File: config.mk
export PLATFORM = sky130hd
export DESIGN_NAME = csd_const_mult
export DESIGN_NICKNAME = d
export VERILOG_FILES = /design/src/rtl/csd_pkg.sv /design/src/rtl/csd_shift_bank.sv /design/src/rtl/csd_sum_tree.sv /design/src/rtl/csd_out_stage.sv /design/src/rtl/csd_const_mult.sv
export SDC_FILE = /design/constraint.sdc
export NUM_CORES = 1
export LEC_CHECK = 0
export BUFFER_PORTS_ARGS = -buffer_cell sky130_fd_sc_hd__buf_4
export CAP_MARGIN = 20
export CORE_UTILIZATION = 51
export CTS_BUF_LIST = sky130_fd_sc_hd__clkbuf_8
export CTS_CLUSTER_SIZE = 30
export DETAILED_ROUTE_END_ITERATION = 6
export GPL_ROUTABILITY_DRIVEN = 0
export PLACE_DENSITY = 0.69
export SYNTH_ARGS = -nofsm -noshare
export SYNTH_HDL_FRONTEND = slang
export SYNTH_HIERARCHICAL = 1
export SYNTH_SLANG_ARGS = --single-unit
File: constraint.sdc
create_clock -name clk -period 1.5 [get_ports clk]
set_clock_uncertainty 0.2 [all_clocks]
set_input_delay 0.15 -clock clk [delete_from_list [all_inputs] [get_ports clk]]
set_output_delay 0.15 -clock clk [all_outputs]
set_load 0.01 [all_outputs]
File: src/rtl/csd_pkg.sv
package csd_pkg;

  // Recode c into non-adjacent signed digits.
  // want_neg=0 returns the mask of +1 digits; want_neg=1 returns the mask of -1 digits.
  function automatic logic [63:0] csd_recode(input logic [63:0] c, input logic want_neg);
    logic [64:0] x;
    logic [63:0] pos;
    logic [63:0] neg;
    x   = {1'b0, c};
    pos = '0;
    neg = '0;
    for (int i = 0; i < 64; i++) begin
      if (x[0]) begin
        if (x[1]) begin
          neg[i] = 1'b1;
          x      = x + 65'd1;
        end else begin
          pos[i] = 1'b1;
          x      = x - 65'd1;
        end
      end
      x = x >> 1;
    end
    return want_neg ? neg : pos;
  endfunction

  // Number of nonzero digits in the recoded constant.
  function automatic int csd_weight(input logic [63:0] c);
    logic [63:0] m;
    int n;
    m = csd_recode(c, 1'b0) | csd_recode(c, 1'b1);
    n = 0;
    for (int i = 0; i < 64; i++) n += int'(m[i]);
    return n;
  endfunction

endpackage

File: src/rtl/csd_shift_bank.sv
module csd_shift_bank #(
  parameter int IN_W = 8,
  parameter int P_W  = 16,
  parameter int NDIG = 9,
  parameter logic [NDIG-1:0] POS_MASK = '0,
  parameter logic [NDIG-1:0] NEG_MASK = '0
) (
  input  logic [IN_W-1:0]           x,
  output logic [NDIG-1:0][P_W-1:0]  terms
);
  logic [P_W-1:0] x_ext;
  assign x_ext = {{(P_W-IN_W){1'b0}}, x};

  for (genvar i = 0; i < NDIG; i++) begin : g_dig
    if (POS_MASK[i]) begin : g_add
      assign terms[i] = x_ext << i;
    end else if (NEG_MASK[i]) begin : g_sub
      assign terms[i] = (~(x_ext << i)) + P_W'(1);
    end else begin : g_zero
      assign terms[i] = '0;
    end
  end
endmodule

File: src/rtl/csd_sum_tree.sv
module csd_sum_tree #(
  parameter int P_W  = 16,
  parameter int NDIG = 9
) (
  input  logic [NDIG-1:0][P_W-1:0] terms,
  output logic [P_W-1:0]           sum
);
  localparam int NLEV = (NDIG > 1) ? $clog2(NDIG) : 1;
  localparam int NPAD = 1 << NLEV;
  localparam int NNODE = 2 * NPAD - 1;

  logic [P_W-1:0] node [NNODE];

  for (genvar k = 0; k < NPAD; k++) begin : g_leaf
    if (k < NDIG) begin : g_real
      assign node[NPAD-1+k] = terms[k];
    end else begin : g_pad
      assign node[NPAD-1+k] = '0;
    end
  end

  for (genvar k = 0; k < NPAD - 1; k++) begin : g_add
    assign node[k] = node[2*k+1] + node[2*k+2];
  end

  assign sum = node[0];
endmodule

File: src/rtl/csd_out_stage.sv
module csd_out_stage #(
  parameter int P_W     = 16,
  parameter bit REG_OUT = 1'b1
) (
  input  logic           clk,
  input  logic           rst_n,
  input  logic           in_valid,
  input  logic [P_W-1:0] prod_in,
  output logic           out_valid,
  output logic [P_W-1:0] out_prod
);
  if (REG_OUT) begin : g_reg
    logic           load_fire;
    logic           v_q;
    logic [P_W-1:0] p_q;

    assign load_fire = in_valid;

    always_ff @(posedge clk or negedge rst_n) begin
      if (!rst_n) begin
        v_q <= 1'b0;
        p_q <= '0;
      end else begin
        v_q <= in_valid;
        if (load_fire) p_q <= prod_in;
      end
    end

    assign out_valid = v_q;
    assign out_prod  = p_q;


    valid_rise_chk: assert property (@(posedge clk) disable iff (!rst_n)
      in_valid |=> out_valid);

    valid_idle_chk: assert property (@(posedge clk) disable iff (!rst_n)
      !in_valid |=> !out_valid);

    hold_when_idle_chk: assert property (@(posedge clk) disable iff (!rst_n)
      !in_valid |=> $stable(out_prod));
  end else begin : g_comb
    assign out_valid = in_valid;
    assign out_prod  = prod_in;
  end
endmodule

File: src/rtl/csd_const_mult.sv
module csd_const_mult #(
  parameter int          IN_W    = 8,
  parameter int          COEF_W  = 8,
  parameter int unsigned COEF    = 111,
  parameter bit          REG_OUT = 1'b1
) (
  input  logic                     clk,
  input  logic                     rst_n,
  input  logic                     in_valid,
  input  logic [IN_W-1:0]          in_data,
  output logic                     out_valid,
  output logic [IN_W+COEF_W-1:0]   out_prod
);
  localparam int P_W  = IN_W + COEF_W;
  localparam int NDIG = COEF_W + 1;
  localparam logic [63:0] COEF64   = 64'(COEF);
  localparam logic [63:0] POS_ALL  = csd_pkg::csd_recode(COEF64, 1'b0);
  localparam logic [63:0] NEG_ALL  = csd_pkg::csd_recode(COEF64, 1'b1);
  localparam logic [NDIG-1:0] POS_MASK = POS_ALL[NDIG-1:0];
  localparam logic [NDIG-1:0] NEG_MASK = NEG_ALL[NDIG-1:0];
  localparam int NONZERO = csd_pkg::csd_weight(COEF64);

  logic [NDIG-1:0][P_W-1:0] terms;
  logic [P_W-1:0]           comb_prod;

  csd_shift_bank #(
    .IN_W(IN_W), .P_W(P_W), .NDIG(NDIG),
    .POS_MASK(POS_MASK), .NEG_MASK(NEG_MASK)
  ) u_bank (
    .x(in_data),
    .terms(terms)
  );

  csd_sum_tree #(.P_W(P_W), .NDIG(NDIG)) u_tree (
    .terms(terms),
    .sum(comb_prod)
  );

  csd_out_stage #(.P_W(P_W), .REG_OUT(REG_OUT)) u_out (
    .clk(clk),
    .rst_n(rst_n),
    .in_valid(in_valid),
    .prod_in(comb_prod),
    .out_valid(out_valid),
    .out_prod(out_prod)
  );

  if (REG_OUT) begin : g_chk
    logic [P_W-1:0] ref_prod;
    assign ref_prod = P_W'(in_data) * P_W'(COEF);

    prod_exact_chk: assert property (@(posedge clk) disable iff (!rst_n)
      in_valid |=> (out_prod == $past(ref_prod)));
  end

  initial begin

    digit_budget_chk: assert (NONZERO <= (NDIG + 1) / 2)
      else $error("recoded constant exceeds half nonzero digits");
  end
endmodule

After elaboration in Yosys (flattened, before gate mapping)
Index checks and enable logic that the tools add are counted.
{ "totals": {"ff_bits": 17, "output_inout_bits": 17} }
{ "classes": {"n_addsub": 4, "n_bitwise": 2} }
{ "op_table": {"columns": ["op", "count"], "rows": [
  ["16-bit by 1-bit adder with 16-bit output, second input constant", 2],
  ["16-bit by 15-bit adder with 16-bit output", 1],
  ["16-bit adder", 1],
  ["12-bit NOT with 16-bit output", 1],
  ["8-bit NOT with 16-bit output", 1]
]} }

Logic depth before layout (Yosys ltp)
Gate-level depths: netlist of the first run.
{ "depth": {"depth_word": 4, "depth_mapped": 21, "mapped_depth_nobuf": 21} }

Hierarchy
Netlist of the first run, hierarchy kept.
{ "by_module_without_submodules": {"columns": ["mod", "instances", "cells_each", "area_per_inst_um2", "seq_area_each_um2"], "rows": [
  ["csd_sum_tree", 1, 325, 3270.6, 0.0],
  ["csd_shift_bank", 1, 155, 1136.1, 0.0],
  ["csd_out_stage", 1, 35, 674.4, 425.4]
]} }

Least setup slack after synthesis of the first run
Ideal clock, no wire load.
{ "synth_timing": {"path_kind": "in2reg", "from": "in in_data[5]", "to": "reg u_out.g_reg.p_q[14], in the netlist u_out/out_prod[14]", "t_arrival_ps": 4784, "path_slack_ps": -3548, "cell_stages": 17, "n_path_buf": 1, "cell_sequence": "or4_4 > nor2_1 > ha_1 > buf_4 > fa_1 > fa_1 > fa_1 > inv_1 > fa_1 > inv_1 > ha_1 > and4_2 > o21ai_0 > a21oi_2 > or4b_1 > nand3_1 > mux2_4"} }
{ "synth_lines": {"columns": ["element", "line", "rtl"], "rows": [
  ["start, declared", "csd_const_mult.sv:10", "input logic [IN_W-1:0] in_data,"],
  ["end signal, assigned", "csd_out_stage.sv:25", "if (load_fire) p_q <= prod_in;"],
  ["end, declared", "csd_out_stage.sv:15", "logic [P_W-1:0] p_q;"]
]} }

==> summary.txt, run 1 <==
Run status
  – Status: finished, violations left
  – Violated checks: negative setup slack

Synthesis
  – Mean Syn Cell Area: roughly 10 sq um
  – Yosys warns: 6
  – Yosys cell types: 38
  – Leading area contributor after synthesis: fa_1
  – Synth Flop Type: dfrtp_1
  – Cell Area, Synth: between 5000 and 6000 sq um
  – Commonest cells post-synth: inv_1 (143), buf_4 (130), fa_1 (101)
  – Most frequent cell after synthesis: inv_1
  – Number of enable flip-flop cells after synthesis: 0
  – Async SR Flop Fraction: 100%
  – Synth top area share: around two fifths
  – Flops & latches, synth: 17
  – Synth top area cells: fa_1 (40%), buf_4 (19%), inv_1 (11%), dfrtp_1 (8.4%), ha_1 (4.4%)
  – Sequential share of the synthesized area: 8.37%
  – Cell count after synthesis: around 500

Hold path
  – Worst Hold Class: input port to asynchronous set/reset pin

Timing
  – Period utilization: 306%
  – Period minus WS final: 4590 ps
  – Hold Fails Final Rpt: 0
  – Max Freq: 218 MHz
  – Final WS setup: -3090 ps
  – Fin Setup TNS: -36,380 ps
  – Setup-failing EPs final: 16
  – Final Max Slew Viols: 0
  – RSZ-0062 raised after global routing: yes

Floorplan
  – Die Ht: a little over 100 um
  – Die W: between 100 and 150 um
  – Core area: between 9000 and 10,000 sq um
  – Cell Rows: 36
  – Initial Utilization: between 50 and 60%
  – I/O Pins: 28
  – Die footprint: 10,400 sq um

Drt
  – Initial DRC Count: 19
  – Drt total wl: around 7300 um
  – Residual DRC count: 0
  – Initial DRT Pass Iterations: 4
  – Vias per cell: a little under 4
  – Final ANT Viol Nets: 0
  – Number of vias in the routed layout: roughly 2,800
  – Drt wl/cell: between 10 and 15 um

Flow run
  – Max-cap violations: 0

Cells and area
  – Share of cells above drive strength 1: around 30%
  – Post-layout nets: around 700
  – Final Non-Filler Cells: around 700
  – Fillers: roughly 830
  – P&R area growth vs syn: 13.6%
  – ANT cells: 0

GRT
  – Pin count of the biggest net entering global routing: 18
  – Initial antenna violation count: 0
  – GRT Total Usage: ~16%
  – Grt ovf: 0
  – Global-route wire length before repair: 13,300 um
  – Vias in the first global route: about 3,200

Place
  – IO Port Bufs: 27
  – Placed Instances: between 600 and 700
  – DP HPWL: 6590 um

Clock network
  – Total CTS buffers: 3
  – Clock sink total: 17
  – CTS tree: yes
  – Clk Latency, worst-skew pair: around 240 ps
  – Max Root-Sink Buffers: 2
  – Clock Pin Slew Worst Setup and Hold Paths: roughly 60 ps
  – CTS root buf: clkbuf_8
  – H-tree levels: 1

Setup path
  – Worst Setup SP: in_data[5]
  – Reg-to-reg endpoint: u_out/out_prod[8]
  – Crit Path Max Fanout: 4
  – Reg2reg path depth: 1
  – Data required, critical path: 1490 ps
  – Start of the worst register-to-register path: u_out/out_prod[8]
  – R2R Setup Slk: 530 ps
  – Startpoint types: input port
  – WS Path Type: input port to flip-flop
  – CP arrival: roughly 4600 ps
  – Worst setup EP type: flip-flop
## cells in the final DEF (no fill, tap or decap), types with 4 or more instances in the layout
master	n
a21oi_1	5
buf_4	57
buf_6	12
conb_1	108
dfrtp_1	17
fa_1	99
ha_4	15
inv_1	118
inv_2	22
mux2_4	15
nand2_1	6
o21ai_2	5
xnor2_1	18
xnor2_2	5
xor2_1	4
## cell families (layout without fill, tap and decap cells)
logic type / Yosys count / after routing / synth area share [%]
multiplexers: 16 / 16 / 4.28
AND/OR/NAND/NOR: 33 / 33 / 3.87
buffers and inverters: 275 / 221 / 30.4
other: 1 / 108 / 0.0738
adder cells (fa/ha/maj): 119 / 119 / 44.2
flip-flops: 17 / 17 / 8.37
XOR/XNOR: 30 / 30 / 5.17
AO/OA/AOI/OAI: 24 / 24 / 3.62
## timing repair
action	in CTS	in global routing
setup buffers	7	2
cloned	0	0
hold buffers	2	0
resized for setup	56	17
pin swaps	49	18
setup endpoints to repair	16	16
endpoints found under the hold margin	18	0
## cell type report
type	count	area (sq um)	area share (%)
repair buffers	74	633	11.0
clock inverters	1	3.75	0.0650
flip-flops and latches	17	425	7.37
inverters	143	562	9.73
well taps	133	166	2.88
clock buffers	3	41.3	0.715
multi-input cells	330	3940	68.3
## worst max path at each step
stage,end,slack [ps],depth (start not counted)
floorplan,u_out/out_prod[14],-3160,17
global placement,u_out/out_prod[14],-3390,19
detailed placement,u_out/out_prod[14],-3450,18
CTS,u_out/out_prod[14],-3080,19
global route,u_out/out_prod[14],-3240,20
finish,u_out/out_prod[14],-3090,19
## sequential cells by signal (all words and copies together) (netlist names)
signal / count
u_out/out_valid: 1
u_out/out_prod: 16
## routing by layer
metal | global-route usage, % | vias to the layer above | wire, um
li1 | - | 1355 | -
met1 | 19.3 | 1394 | 2940
met2 | 32.5 | 26 | 4170
met3 | 0.889 | 4 | 106
met4 | 2.97 | 0 | 53
met5 | 0 | - | 0
## stage by stage
stage | instance area (sq um) | setup WS (ps) | hold WS [ps] | util, %
floorplan | 5700 | -3160 | -346 | -
global placement | 5340 | -3390 | -182 | 54.8
detailed placement | 5340 | -3450 | -177 | 54.8
CTS | 5720 | -3080 | 106 | 58.7
global route | 5770 | -3240 | 136 | 59.3
finish | 5770 | -3090 | 103 | 59.3
## worst max-delay path: stages
cell	delay (ps)
buf_6	90
or4_4	560
or3_4	410
buf_6	130
fa_1	430
inv_1	70
fa_1	420
inv_2	70
fa_1	370
inv_1	70
fa_1	410
inv_2	80
ha_4	220
nand2_4	70
o21ai_2	60
or2_4	250
or4b_1	460
nand3_1	100
mux2_4	140
Power of run 1 is not shown: default switching activity piles up to over one toggle a cycle in this logic, so the estimate is an artifact.
==> inputs of run 2 (changes only) <==
--- a/config.mk
+++ b/config.mk
@@ -8,7 +8,7 @@
 export BUFFER_PORTS_ARGS = -buffer_cell sky130_fd_sc_hd__buf_4
 export CAP_MARGIN = 20
 export CORE_UTILIZATION = 51
-export CTS_BUF_LIST = sky130_fd_sc_hd__clkbuf_8
+export CTS_BUF_LIST = sky130_fd_sc_hd__clkbuf_2 sky130_fd_sc_hd__clkbuf_4 sky130_fd_sc_hd__clkbuf_8
 export CTS_CLUSTER_SIZE = 30
 export DETAILED_ROUTE_END_ITERATION = 6
 export GPL_ROUTABILITY_DRIVEN = 0
==> summary.txt, run 2 (synthesis results as in run 1) <==
Cells and area
  – Max FFs per register: 16
  – Post-layout nets: 699
  – P&R area growth vs syn: 13.7%
  – Share of cells above drive strength 1: a little under a third
  – ANT cells: 0
  – Commonest non-fill, non-tap cell in the layout: inv_1
  – Leading cell types in the layout, fill and taps excluded: inv_1 (117), conb_1 (108), fa_1 (99)
  – Final Non-Filler Cells: approximately 700

Drt
  – Residual DRC count: 0
  – Vias per cell: between 3 and 4
  – Number of vias in the routed layout: approximately 2,800
  – Final ANT Viol Nets: 0
  – Drt total wl: roughly 7200 um
  – Initial DRC Count: 17
  – Drt wl/cell: roughly 10 um
  – Initial DRT Pass Iterations: 4

GRT
  – Vias in the first global route: approximately 3,200
  – Met1 usage: between 10% and 20%
  – Grt ovf: 0
  – M3 GR Usage: 0.889%
  – GRT Total Usage: around 16%
  – GR peak layer: met2
  – GR Util met2: between 30% and 40%
  – Global-route wire length before repair: ~13,000 um
  – Initial antenna violation count: 0
  – Pin count of the biggest net entering global routing: 18

Floorplan
  – Die Ht: 102 um
  – Initial Utilization: 52.2%
  – I/O Pins: 28
  – Cell Rows: 36
  – Core area: around 10000 sq um
  – Die W: ~100 um
  – Die footprint: 10,400 sq um

Place
  – Placed Instances: between 600 and 700
  – Post-place setup slack: -3450 ps
  – IO Port Bufs: 27
  – DP HPWL: between 6000 and 7000 um

Timing
  – Final Max Slew Viols: 0
  – Period utilization: 306%
  – Max Freq: 218 MHz
  – Period minus WS final: between 4000 and 5000 ps
  – RSZ-0062 raised after global routing: yes
  – Setup-failing EPs final: 16
  – Final WS setup: -3090 ps
  – Hold Fails Final Rpt: 0
  – Fin Setup TNS: -36,360 ps

Flow run
  – Max-cap violations: 0

Setup path
  – CP arrival: ~4600 ps
  – Data required, critical path: between 1000 and 1500 ps
  – Worst setup EP type: flip-flop
  – Crit Path Max Fanout: 4
  – Startpoint types: input port
  – WS Path Type: input port to flip-flop

Clock network
  – Clk Latency, worst-skew pair: between 200 and 250 ps
  – Clock Pin Slew Worst Setup and Hold Paths: 60 ps
  – Clock sink total: 17
  – Total CTS buffers: 3
  – H-tree levels: 1
  – CTS tree: yes
  – Max Root-Sink Buffers: 2
  – CTS root buf: clkbuf_8

Run status
  – Violated checks: negative setup slack
  – Status: finished, violations left

Hold path
  – Worst Hold Class: input port to asynchronous set/reset pin
## run 2: final cells by class
cell class / instances / area, sq um
clock buffers: 4 / 48.8
fillers: 822 / 3950
inverters: 143 / 562
multi-input cells: 330 / 3940
flip-flops and latches: 17 / 425
well taps: 133 / 166
repair buffers: 74 / 633
## run 2: per-stage QoR
| stage | util [%] | instance area, sq um | hold WS (ps) |
|---|---|---|---|
| finish | 59.4 | 5780 | 105 |
| detailed placement | 54.8 | 5340 | -177 |
| global route | 59.4 | 5780 | 137 |
| global placement | 54.8 | 5340 | -182 |
| CTS | 58.8 | 5720 | 106 |
| floorplan | - | 5700 | -346 |
## run 2: what timing repair did
| action | 4_1_cts | 5_1_grt |
|---|---|---|
| hold buffers | 2 | 0 |
| setup endpoints to repair | 16 | 16 |
| setup buffers | 7 | 2 |
| resized for setup | 56 | 17 |
| gates cloned | 0 | 0 |
| endpoints found under the hold margin | 18 | 0 |
| pin swaps | 49 | 19 |
## run 2: per-layer routing
| layer | vias to the layer above | share of wire, % | routed length [um] |
|---|---|---|---|
| li1 | 1357 | - | - |
| met2 | 26 | 57 | 4160 |
| met1 | 1384 | 40 | 2920 |
| met5 | - | 0 | 0 |
| met3 | 4 | 1.5 | 106 |
| met4 | 0 | 0.73 | 53 |
## run 2: final timing paths
check	startpoint	to	slack, ps	cells after the start
setup / recovery	in_data[5]	u_out/out_prod[14]	-3090	19
hold / removal	rst_n	u_out/out_prod[6]	110	2
setup reg to reg	u_out/out_prod[13]	u_out/out_prod[13]	530	1
hold reg to reg	u_out/out_prod[2]	u_out/out_prod[2]	310	1
max in group asynchronous	rst_n	u_out/out_valid	810	2
min in group clk	u_out/out_prod[2]	u_out/out_prod[2]	310	1
## run 2: worst max-delay path, cell delays in order
cell,delay (ps)
buf_6,90
or4_4,560
or3_4,410
buf_6,130
fa_1,430
inv_1,70
fa_1,420
inv_2,70
fa_1,370
inv_1,70
fa_1,410
inv_2,80
ha_4,220
nand2_4,70
o21ai_2,60
or2_4,250
or4b_1,460
nand3_1,100
mux2_4,140
Power of run 2 is left out for the same reason.
==> inputs of run 3 (changes only) <==
--- a/config.mk
+++ b/config.mk
@@ -12,7 +12,7 @@
 export CTS_CLUSTER_SIZE = 30
 export DETAILED_ROUTE_END_ITERATION = 6
 export GPL_ROUTABILITY_DRIVEN = 0
-export PLACE_DENSITY = 0.69
+export PLACE_DENSITY = 0.72
 export SYNTH_ARGS = -nofsm -noshare
 export SYNTH_HDL_FRONTEND = slang
 export SYNTH_HIERARCHICAL = 1
==> constraint.sdc (replaced) <==
create_clock -name clk -period 4.15 [get_ports clk]
set_clock_uncertainty 0.2 [all_clocks]
set_input_delay 0.415 -clock clk [delete_from_list [all_inputs] [get_ports clk]]
set_output_delay 0.415 -clock clk [all_outputs]
set_load 0.01 [all_outputs]
==> summary.txt, run 3 (synthesis results as in run 1) <==
Setup path
  – Startpoint types: input port
  – R2R Setup Slk: roughly 3200 ps
  – Reg-to-reg endpoint: u_out/out_prod[9]
  – WS Path Type: input port to flip-flop
  – Start of the worst register-to-register path: u_out/out_prod[9]
  – Crit Path Max Fanout: 4
  – Data required, critical path: between 4000 and 5000 ps
  – Reg2reg path depth: 1
  – CP arrival: slightly below 5000 ps
  – Worst setup EP type: flip-flop

Clock network
  – Clk Latency, worst-skew pair: around 240 ps
  – Clock Pin Slew Worst Setup and Hold Paths: around 60 ps
  – CTS root buf: clkbuf_8
  – H-tree levels: 1
  – CTS tree: yes
  – Max Root-Sink Buffers: 2
  – Clock sink total: 17
  – Total CTS buffers: 3

Cells and area
  – Max FFs per register: 16
  – Share of cells above drive strength 1: approximately 29%
  – Post-layout nets: ~700
  – P&R area growth vs syn: 10.4%
  – ANT cells: 0
  – Final Non-Filler Cells: 700
  – Commonest non-fill, non-tap cell in the layout: inv_1
  – Fillers: 841
  – Leading cell types in the layout, fill and taps excluded: inv_1 (122), conb_1 (108), fa_1 (100)

GRT
  – Grt ovf: 0
  – GRT Total Usage: roughly 16%
  – Pin count of the biggest net entering global routing: 18
  – Initial antenna violation count: 0
  – GR Util met2: approximately a third
  – Vias in the first global route: 3,125
  – GR peak layer: met2
  – Global-route wire length before repair: 13,000 um
  – Met1 usage: 18.2%
  – M3 GR Usage: less than 1%

Timing
  – Max Freq: 205 MHz
  – Setup-failing EPs final: 9
  – RSZ-0062 raised after global routing: yes
  – Final Max Slew Viols: 0
  – Final WS setup: -727 ps
  – Hold Fails Final Rpt: 0
  – Period utilization: 118%
  – Period minus WS final: between 4000 and 5000 ps
  – Hold slack: around 250 ps

Run status
  – Status: finished, violations left
  – Violated checks: negative setup slack

Drt
  – Residual DRC count: 0
  – Drt total wl: approximately 7300 um
  – Vias per cell: just under 4
  – Initial DRT Pass Iterations: 4
  – Initial DRC Count: 20
  – Number of vias in the routed layout: 2,783
  – Drt wl/cell: approximately 10 um
  – Final ANT Viol Nets: 0

Place
  – Placed Instances: between 600 and 700
  – IO Port Bufs: 27
  – DP HPWL: about 6700 um

Floorplan
  – Die footprint: between 10,000 and 15,000 sq um
  – Die Ht: between 100 and 150 um
  – Die W: 102 um
  – I/O Pins: 28
  – Core area: around 10000 sq um
  – Initial Utilization: around 52%
  – Cell Rows: 36

Hold path
  – Hold path endpoint: u_out/out_valid
  – Worst Hold Class: input port to flip-flop
  – WHS Path Cells: 1
  – Hold path start: in_valid

Flow run
  – Max-cap violations: 0
[run 3: area by class of cell]
cell class	instances	area (sq um)	share of cell area, %
well taps	133	166	2.97
repair buffers	73	592	10.6
multi-input cells	330	3840	68.4
clock inverters	1	5.00	0.0892
flip-flops and latches	17	425	7.58
clock buffers	3	41.3	0.736
inverters	143	542	9.66
[run 3: critical path: stages]
cell     delay, ps
buf_6           90
or4_4          560
or3_4          380
buf_6          140
fa_1           450
inv_1           80
fa_1           420
inv_2           70
fa_1           390
inv_2           70
fa_1           390
inv_2           70
ha_4           210
nand2_2         60
o21ai_2         70
or2_4          250
or4b_1         510
nand3_1        100
mux2_4         140
[run 3: timing repair]
| item | CTS | global route |
|---|---|---|
| cloned | 0 | 0 |
| endpoints found under the hold margin | 17 | 0 |
| pin swaps | 29 | 18 |
| setup endpoints to repair | 11 | 12 |
| buffers inserted | 1 | 6 |
| resized for setup | 37 | 27 |
| hold buffers | 1 | 0 |
[run 3: how the worst max path moves through the flow]
stage                     startpoint  depth (start not counted)                  to  slack, ps
after floorplan           in_data[4]                         17  u_out/out_prod[14]       -770
final                     in_data[5]                         19  u_out/out_prod[14]       -730
after global routing      in_data[5]                         18  u_out/out_prod[14]       -850
after CTS                 in_data[5]                         19  u_out/out_prod[14]       -720
after global placement    in_data[4]                         19  u_out/out_prod[14]      -1010
after detailed placement  in_data[4]                         19  u_out/out_prod[14]      -1080
[run 3: metrics by stage]
step	setup TNS, ps	worst slack (ps)	area, sq um	util (%)
after floorplan	-4690	-770	5630	-
after global placement	-8110	-1010	5290	54.3
after detailed placement	-8750	-1080	5290	54.3
after CTS	-4670	-720	5500	56.5
after global routing	-5880	-850	5610	57.7
final	-4330	-727	5610	57.7
[run 3: routing by layer]
| layer | part of all wire, % | wire, um | up-vias |
|---|---|---|---|
| met3 | 1.3 | 98 | 4 |
| met5 | 0 | 0 | - |
| met4 | 0.38 | 28 | 0 |
| met2 | 59 | 4330 | 26 |
| li1 | - | - | 1354 |
| met1 | 39 | 2830 | 1399 |
Power of run 3 is left out for the same reason.
